==> src/rtl/ddr_burst_pkg.sv <==
package ddr_burst_pkg;

  localparam int LOW_W = 3;

  typedef enum logic [1:0] {
    BL_RSVD  = 2'b00,
    BL_TWO   = 2'b01,
    BL_FOUR  = 2'b10,
    BL_EIGHT = 2'b11
  } blen_e;

  typedef enum logic {
    ORD_SEQ = 1'b0,
    ORD_ILV = 1'b1
  } order_e;

  typedef struct packed {
    blen_e  len;
    order_e ord;
  } mode_t;

  function automatic logic [3:0] beats_of(blen_e l);
    case (l)
      BL_FOUR:  return 4'd4;
      BL_EIGHT: return 4'd8;
      default:  return 4'd2;
    endcase
  endfunction

  function automatic logic [LOW_W-1:0] wrap_mask(blen_e l);
    logic [3:0] n;
    n = beats_of(l) - 4'd1;
    return n[LOW_W-1:0];
  endfunction

  function automatic logic [LOW_W-1:0] beat_low(logic [LOW_W-1:0] lo,
                                                logic [LOW_W-1:0] k,
                                                mode_t            m);
    logic [LOW_W-1:0] msk;
    msk = wrap_mask(m.len);
    if (m.ord == ORD_ILV) return (lo ^ k) & msk;
    else                  return (lo + k) & msk;
  endfunction

endpackage

==> src/rtl/ddr_burst_mode_reg.sv <==
module ddr_burst_mode_reg
  import ddr_burst_pkg::*;
(
  input  logic       clk,
  input  logic       rst_n,
  input  logic       load,
  input  logic [1:0] len_in,
  input  logic       ord_in,
  output mode_t      mode
);

  logic load_ok;
  assign load_ok = load && (len_in != 2'b00);

  always_ff @(posedge clk) begin
    if (!rst_n) begin
      mode <= '{len: BL_TWO, ord: ORD_SEQ};
    end else if (load_ok) begin
      mode <= '{len: blen_e'(len_in), ord: order_e'(ord_in)};
    end
  end

  assert_len_legal_R5: assert property (@(posedge clk) disable iff (!rst_n)
    mode.len != BL_RSVD);

  assert_rsvd_ignored_R5: assert property (@(posedge clk) disable iff (!rst_n)
    (load && len_in == 2'b00) |=> $stable(mode));

endmodule

==> src/rtl/ddr_burst_seq.sv <==
module ddr_burst_seq
  import ddr_burst_pkg::*;
#(
  parameter int COL_W  = 10,
  parameter int PAIR_W = 2
)(
  input  logic             clk,
  input  logic             rst_n,
  input  logic             cmd_valid,
  input  logic [COL_W-1:0] cmd_col,
  input  mode_t            cur_mode,
  output logic             active,
  output logic [PAIR_W-1:0] pair_idx,
  output logic [COL_W-1:0] start_col,
  output mode_t            burst_mode,
  output logic             last_pair,
  output logic             done
);

  logic [3:0] pairs;
  logic [3:0] last_idx;

  assign pairs     = beats_of(burst_mode.len) >> 1;
  assign last_idx  = pairs - 4'd1;
  assign last_pair = active && ({{(4-PAIR_W){1'b0}}, pair_idx} == last_idx);

  always_ff @(posedge clk) begin
    if (!rst_n) begin
      active     <= 1'b0;
      pair_idx   <= '0;
      start_col  <= '0;
      burst_mode <= '{len: BL_TWO, ord: ORD_SEQ};
      done       <= 1'b0;
    end else begin
      done <= last_pair;
      if (cmd_valid) begin
        active     <= 1'b1;
        pair_idx   <= '0;
        start_col  <= cmd_col;
        burst_mode <= cur_mode;
      end else if (active) begin
        if (last_pair) begin
          active   <= 1'b0;
          pair_idx <= '0;
        end else begin
          pair_idx <= pair_idx + 1'b1;
        end
      end
    end
  end

  assert_idx_bound_R2: assert property (@(posedge clk) disable iff (!rst_n)
    active |-> ({{(4-PAIR_W){1'b0}}, pair_idx} < pairs));

  assert_done_follows_R9: assert property (@(posedge clk) disable iff (!rst_n)
    last_pair |=> done);

  assert_done_cause_R9: assert property (@(posedge clk) disable iff (!rst_n)
    done |-> $past(active));

  assert_restart_R8: assert property (@(posedge clk) disable iff (!rst_n)
    cmd_valid |=> (active && pair_idx == '0 && start_col == $past(cmd_col)));

  assert_mode_capture_R7: assert property (@(posedge clk) disable iff (!rst_n)
    (active && !$past(cmd_valid)) |-> $stable(burst_mode));

endmodule

==> src/rtl/ddr_burst_lane.sv <==
module ddr_burst_lane
  import ddr_burst_pkg::*;
#(
  parameter int COL_W = 10
)(
  input  logic [COL_W-1:0] start_col,
  input  mode_t            mode,
  input  logic [LOW_W-1:0] beat_k,
  output logic [COL_W-1:0] col
);

  logic [LOW_W-1:0] low_kept;
  logic [LOW_W-1:0] low_moved;

  assign low_moved = beat_low(start_col[LOW_W-1:0], beat_k, mode);
  assign low_kept  = start_col[LOW_W-1:0] & ~wrap_mask(mode.len);
  assign col       = {start_col[COL_W-1:LOW_W], low_kept | low_moved};

endmodule

==> src/rtl/ddr_burst_addr_gen.sv <==
module ddr_burst_addr_gen
  import ddr_burst_pkg::*;
#(
  parameter int COL_W = 10
)(
  input  logic             clk,
  input  logic             rst_n,
  input  logic             mode_load,
  input  logic [1:0]       mode_len,
  input  logic             mode_order,
  input  logic             cmd_valid,
  input  logic [COL_W-1:0] cmd_col,
  output logic             beat_valid,
  output logic [COL_W-1:0] col_first,
  output logic [COL_W-1:0] col_second,
  output logic             last_pair,
  output logic             burst_done
);

  localparam int BEATS_PER_CLK = 2;
  localparam int MAX_BEATS     = 1 << LOW_W;
  localparam int PAIR_W        = $clog2(MAX_BEATS / BEATS_PER_CLK);

  mode_t             cur_mode;
  mode_t             burst_mode;
  logic              active;
  logic [PAIR_W-1:0] pair_idx;
  logic [COL_W-1:0]  start_col;
  logic [COL_W-1:0]  beat_col [BEATS_PER_CLK];

  ddr_burst_mode_reg u_mode (
    .clk    (clk),
    .rst_n  (rst_n),
    .load   (mode_load),
    .len_in (mode_len),
    .ord_in (mode_order),
    .mode   (cur_mode)
  );

  ddr_burst_seq #(.COL_W(COL_W), .PAIR_W(PAIR_W)) u_seq (
    .clk        (clk),
    .rst_n      (rst_n),
    .cmd_valid  (cmd_valid),
    .cmd_col    (cmd_col),
    .cur_mode   (cur_mode),
    .active     (active),
    .pair_idx   (pair_idx),
    .start_col  (start_col),
    .burst_mode (burst_mode),
    .last_pair  (last_pair),
    .done       (burst_done)
  );

  for (genvar g = 0; g < BEATS_PER_CLK; g++) begin : g_lane
    logic [LOW_W-1:0] k;
    assign k = {pair_idx, (g == 1) ? 1'b1 : 1'b0};
    ddr_burst_lane #(.COL_W(COL_W)) u_lane (
      .start_col (start_col),
      .mode      (burst_mode),
      .beat_k    (k),
      .col       (beat_col[g])
    );
  end

  assign beat_valid = active;
  assign col_first  = beat_col[0];
  assign col_second = beat_col[1];

  assert_pair_distinct_R2: assert property (@(posedge clk) disable iff (!rst_n)
    beat_valid |-> (col_first != col_second));

  assert_last_valid_R9: assert property (@(posedge clk) disable iff (!rst_n)
    last_pair |-> beat_valid);

  assert_cmd_starts_R2: assert property (@(posedge clk) disable iff (!rst_n)
    cmd_valid |=> beat_valid);

  assert_upper_hold_R3: assert property (@(posedge clk) disable iff (!rst_n)
    (beat_valid && $past(beat_valid) && !$past(cmd_valid)) |->
      (col_first[COL_W-1:LOW_W] == $past(col_first[COL_W-1:LOW_W])));

endmodule

==> config.mk <==
export PLATFORM = sky130hd
export DESIGN_NAME = ddr_burst_addr_gen
export DESIGN_NICKNAME = d
export VERILOG_FILES = /design/src/rtl/ddr_burst_pkg.sv /design/src/rtl/ddr_burst_mode_reg.sv /design/src/rtl/ddr_burst_seq.sv /design/src/rtl/ddr_burst_lane.sv /design/src/rtl/ddr_burst_addr_gen.sv
export SDC_FILE = /design/constraint.sdc
export NUM_CORES = 1
export LEC_CHECK = 0
export CORE_AREA = 5 5 57 59
export DETAILED_ROUTE_END_ITERATION = 8
export DIE_AREA = 0 0 62 64
export PLACE_DENSITY_LB_ADDON = 0.15
export SYNTH_ARGS = -nofsm -noshare
export SYNTH_HDL_FRONTEND = slang
export SYNTH_SLANG_ARGS = --single-unit
==> constraint.sdc <==
create_clock -name clk -period 2.3 [get_ports clk]
set_input_delay 0.46 -clock clk [delete_from_list [all_inputs] [get_ports clk]]
set_output_delay 0.46 -clock clk [all_outputs]
set_load 0.02 [all_outputs]
==> results.toml <==
[outcome]
status = "finished with violations"
violations = "negative setup slack"

[synth]
ys_warn_count = 0
synth_compound_gate_area_share_pct = 7.53
synthFlopType = "dfxtp_1"
avgSynthCellArea_um2 = 9.23
seq_area_frac_synth_pct = 37.1
yosysMostFrequentCell = "dfxtp_1"
yosys.area.top_type = "dfxtp_1"
netlist_area_um2 = 1080
synth-seq-cells = 20
synthMuxAreaShare_pct = 14.0
synth_area_leaders = "dfxtp_1 (37%), mux2i_1 (13%), buf_4 (10%)"
postSynthCellCount = 117
syn_nets = 136
yosys.area_share.adder_pct = 3.01
synth_top_area_share_pct = 37.1
async_flop_share_pct = 0
synth-simple-area-share_pct = 20.0
synthXorXnorAreaFrac_pct = 2.43
synth_edf_count = 0
synth_top_family_by_area = "simple AND/OR/NAND/NOR gates"
synthTopCellsByCount = "dfxtp_1 (20), buf_4 (15), mux2i_1 (14)"
ys_types = 30

[drt]
route.detailed.drc = 0
finalWirelength_um = 2080
wire_per_inst_um = 11.8
vias = 827
drtIter0Drc = 37
drt_pass1_iterations = 4
vias_per_cell = 4.67
ant_nets = 0

[flow_run]
maxCapViolations = 0

[global_routing]
grt_usage_pct = 11.8
antenna_found_initial = 0
grt_pass1_vias = 860
grt_max_degree = 22
grt_pass1_wl_um = 3570
overflow = 0

[sta]
setup_ws_ns = -0.00541
max_clock_freq_ghz = 0.434
slew_violations = 0
period_share_pct = 100
rsz0062_at_grt = "true"
finalSetupViolCount = 1
min_period_ns = 2.31
worstMarginPinSlew_ns = 0.593
fin_skew_ns = 0.00114
max_slew_margin_pct = 60.4
finalHoldViolCount = 0

[setup_path]
worst_r2r_path_depth = 3
cp.arrival_ns = 1.85
worst-setup-path-type = "reg2out"
crit_fanout = 2
end_kind = "output pin"
required_ns = 1.84
critPathLaunchType = "flip-flop"

[worst_hold_path]
hold_class = "reg2reg"
min_path_cells = 2

[placed_design]
gp_congestion = 0.861
io_buffers = 39
dp_cells = 173
dpl_cell_area_um2 = 1410
hpwl_um = 1600

[cts]
cts_tree = "yes"
clock_sinks = 20
clock_latency_ns = 0.29
cts.hold.buffers_added = 0
cts_setup_buffers = 0
clockBufferDepth = 2
numCtsBuffers = 3
cts_root_buf = "clkbuf_4"
ctsHtreeMaxLevel = 1
path_clk_slew_ns = 0.10

[power]
pwr-share-clk_pct = 26.2
pwr-share-comb_pct = 23.3
power.density_nw_per_um2 = 510
p_sw_share_pct = 25.5
leakagePower_nw = 0.599
vdd.ir_drop.worst_mv = 0.386
p_int_mw = 0.556
seqPwrFrac_pct = 50.5
netSwitchingPower_mw = 0.190

[layout]
seqCellArea_um2 = 404
multi_input_area_um2 = 527
final_nets = 166
fillers = 256
fin_area_um2 = 1460
antenna_cells = 0
fin_cells = 177
syn_to_final_growth_pct = 35.5
drive_gt1_share_pct = 17.8

[die]
core_area_um2 = 2660
dieWidth_um = 62
die_area_um2 = 3970
std_cell_rows = 19
die_h_um = 64
start_util_pct = 40.6
num_io_pins = 40
[metal layers]
metal | GRT usage, % | share of wire (%) | vias to the layer above
li1 | - | - | 431
met1 | 13.5 | 44 | 374
met2 | 19.4 | 49 | 18
met3 | 1.81 | 5.1 | 4
met4 | 7.69 | 1.8 | 0
met5 | 0 | 0 | -
[placed cells by master, fill, tap and decap left out, types with 2 or more instances in the layout]
master / netlist / layout
xor2_1: 3 / 3
a21oi_1: 3 / 2
nor2_1: 2 / 2
clkbuf_4: 0 / 3
inv_1: 5 / 3
nand2_1: 11 / 11
buf_4: 15 / 8
nand3_1: 2 / 2
o21ai_0: 6 / 5
mux2i_1: 14 / 14
dfxtp_1: 20 / 17
inv_2: 0 / 2
nor2b_1: 13 / 13
clkdlybuf4s50_1: 0 / 34
dfxtp_2: 0 / 3
[metrics by stage]
| stage | utilization (%) | TNS, ns | hold WS, ns | setup WS (ns) | power, mW |
|---|---|---|---|---|---|
| after global placement | 52.9 | -0.197 | 0.459 | -0.197 | 0.558 |
| after floorplan | - | 0 | 0.439 | 0.153 | 0.492 |
| after detailed placement | 52.9 | -0.266 | 0.457 | -0.266 | 0.561 |
| final | 54.9 | -0.00541 | 0.475 | -0.00541 | 0.746 |
| after global routing | 54.9 | -0.188 | 0.509 | -0.0985 | 0.785 |
| after CTS | 54.3 | -0.112 | 0.478 | -0.112 | 0.758 |
[path summary, 6_finish.rpt]
kind	startpoint	end	slack, ns
hold reg to reg	u_mode.mode[1]	u_mode.mode[1]	0.48
hold / removal	u_mode.mode[1]	u_mode.mode[1]	0.48
setup reg to reg	u_seq.pair_idx[1]	u_seq.pair_idx[1]	1.04
setup / recovery	u_seq.start_col[0]	col_second[2]	-0.005
[state kept, by name (all words and copies together), names as in the netlist]
signal / cells
u_seq.active: 1
u_seq.start_col: 10
u_mode.mode: 3
u_seq.burst_mode: 3
u_seq.pair_idx: 2
u_seq.done: 1
[power groups by stage]
stage | Clock [mW] | Combinational (mW) | Sequential, mW
final | 0.196 | 0.174 | 0.377
after global routing | 0.217 | 0.189 | 0.380
after CTS | 0.206 | 0.175 | 0.376
after detailed placement | 0 | 0.177 | 0.384
after global placement | 0 | 0.175 | 0.383
after floorplan | 0 | 0.107 | 0.385
[critical path, stage by stage (launching register included)]
cell and delay, ns:
dfxtp_2 0.35, inv_2 0.04, fa_2 0.39, or3_4 0.35, a21oi_4 0.13, xor2_1 0.15
buf_4 0.15
[cell families (layout without fill, tap and decap cells)]
logic type      Yosys count  in the layout
fa+ha+maj                 2              2
simple gates             38             38
buf+inv                  26             55
flops                    20             20
mux                      15             15
xor+xnor                  3              3
compound gates           13             13
[final cells by class]
class | count | area share [%]
multi-input combinational | 71 | 36.0
inverter | 5 | 1.28
timing repair buffer | 46 | 29.9
tap | 31 | 2.65
clock buffer | 4 | 2.48
sequential | 20 | 27.6
[repair_timing]
| action | CTS | global route |
|---|---|---|
| pin swaps | 0 | 2 |
| resized for setup | 12 | 11 |
| endpoints found under the setup margin | 4 | 4 |
(Power assumes the default switching activity.)
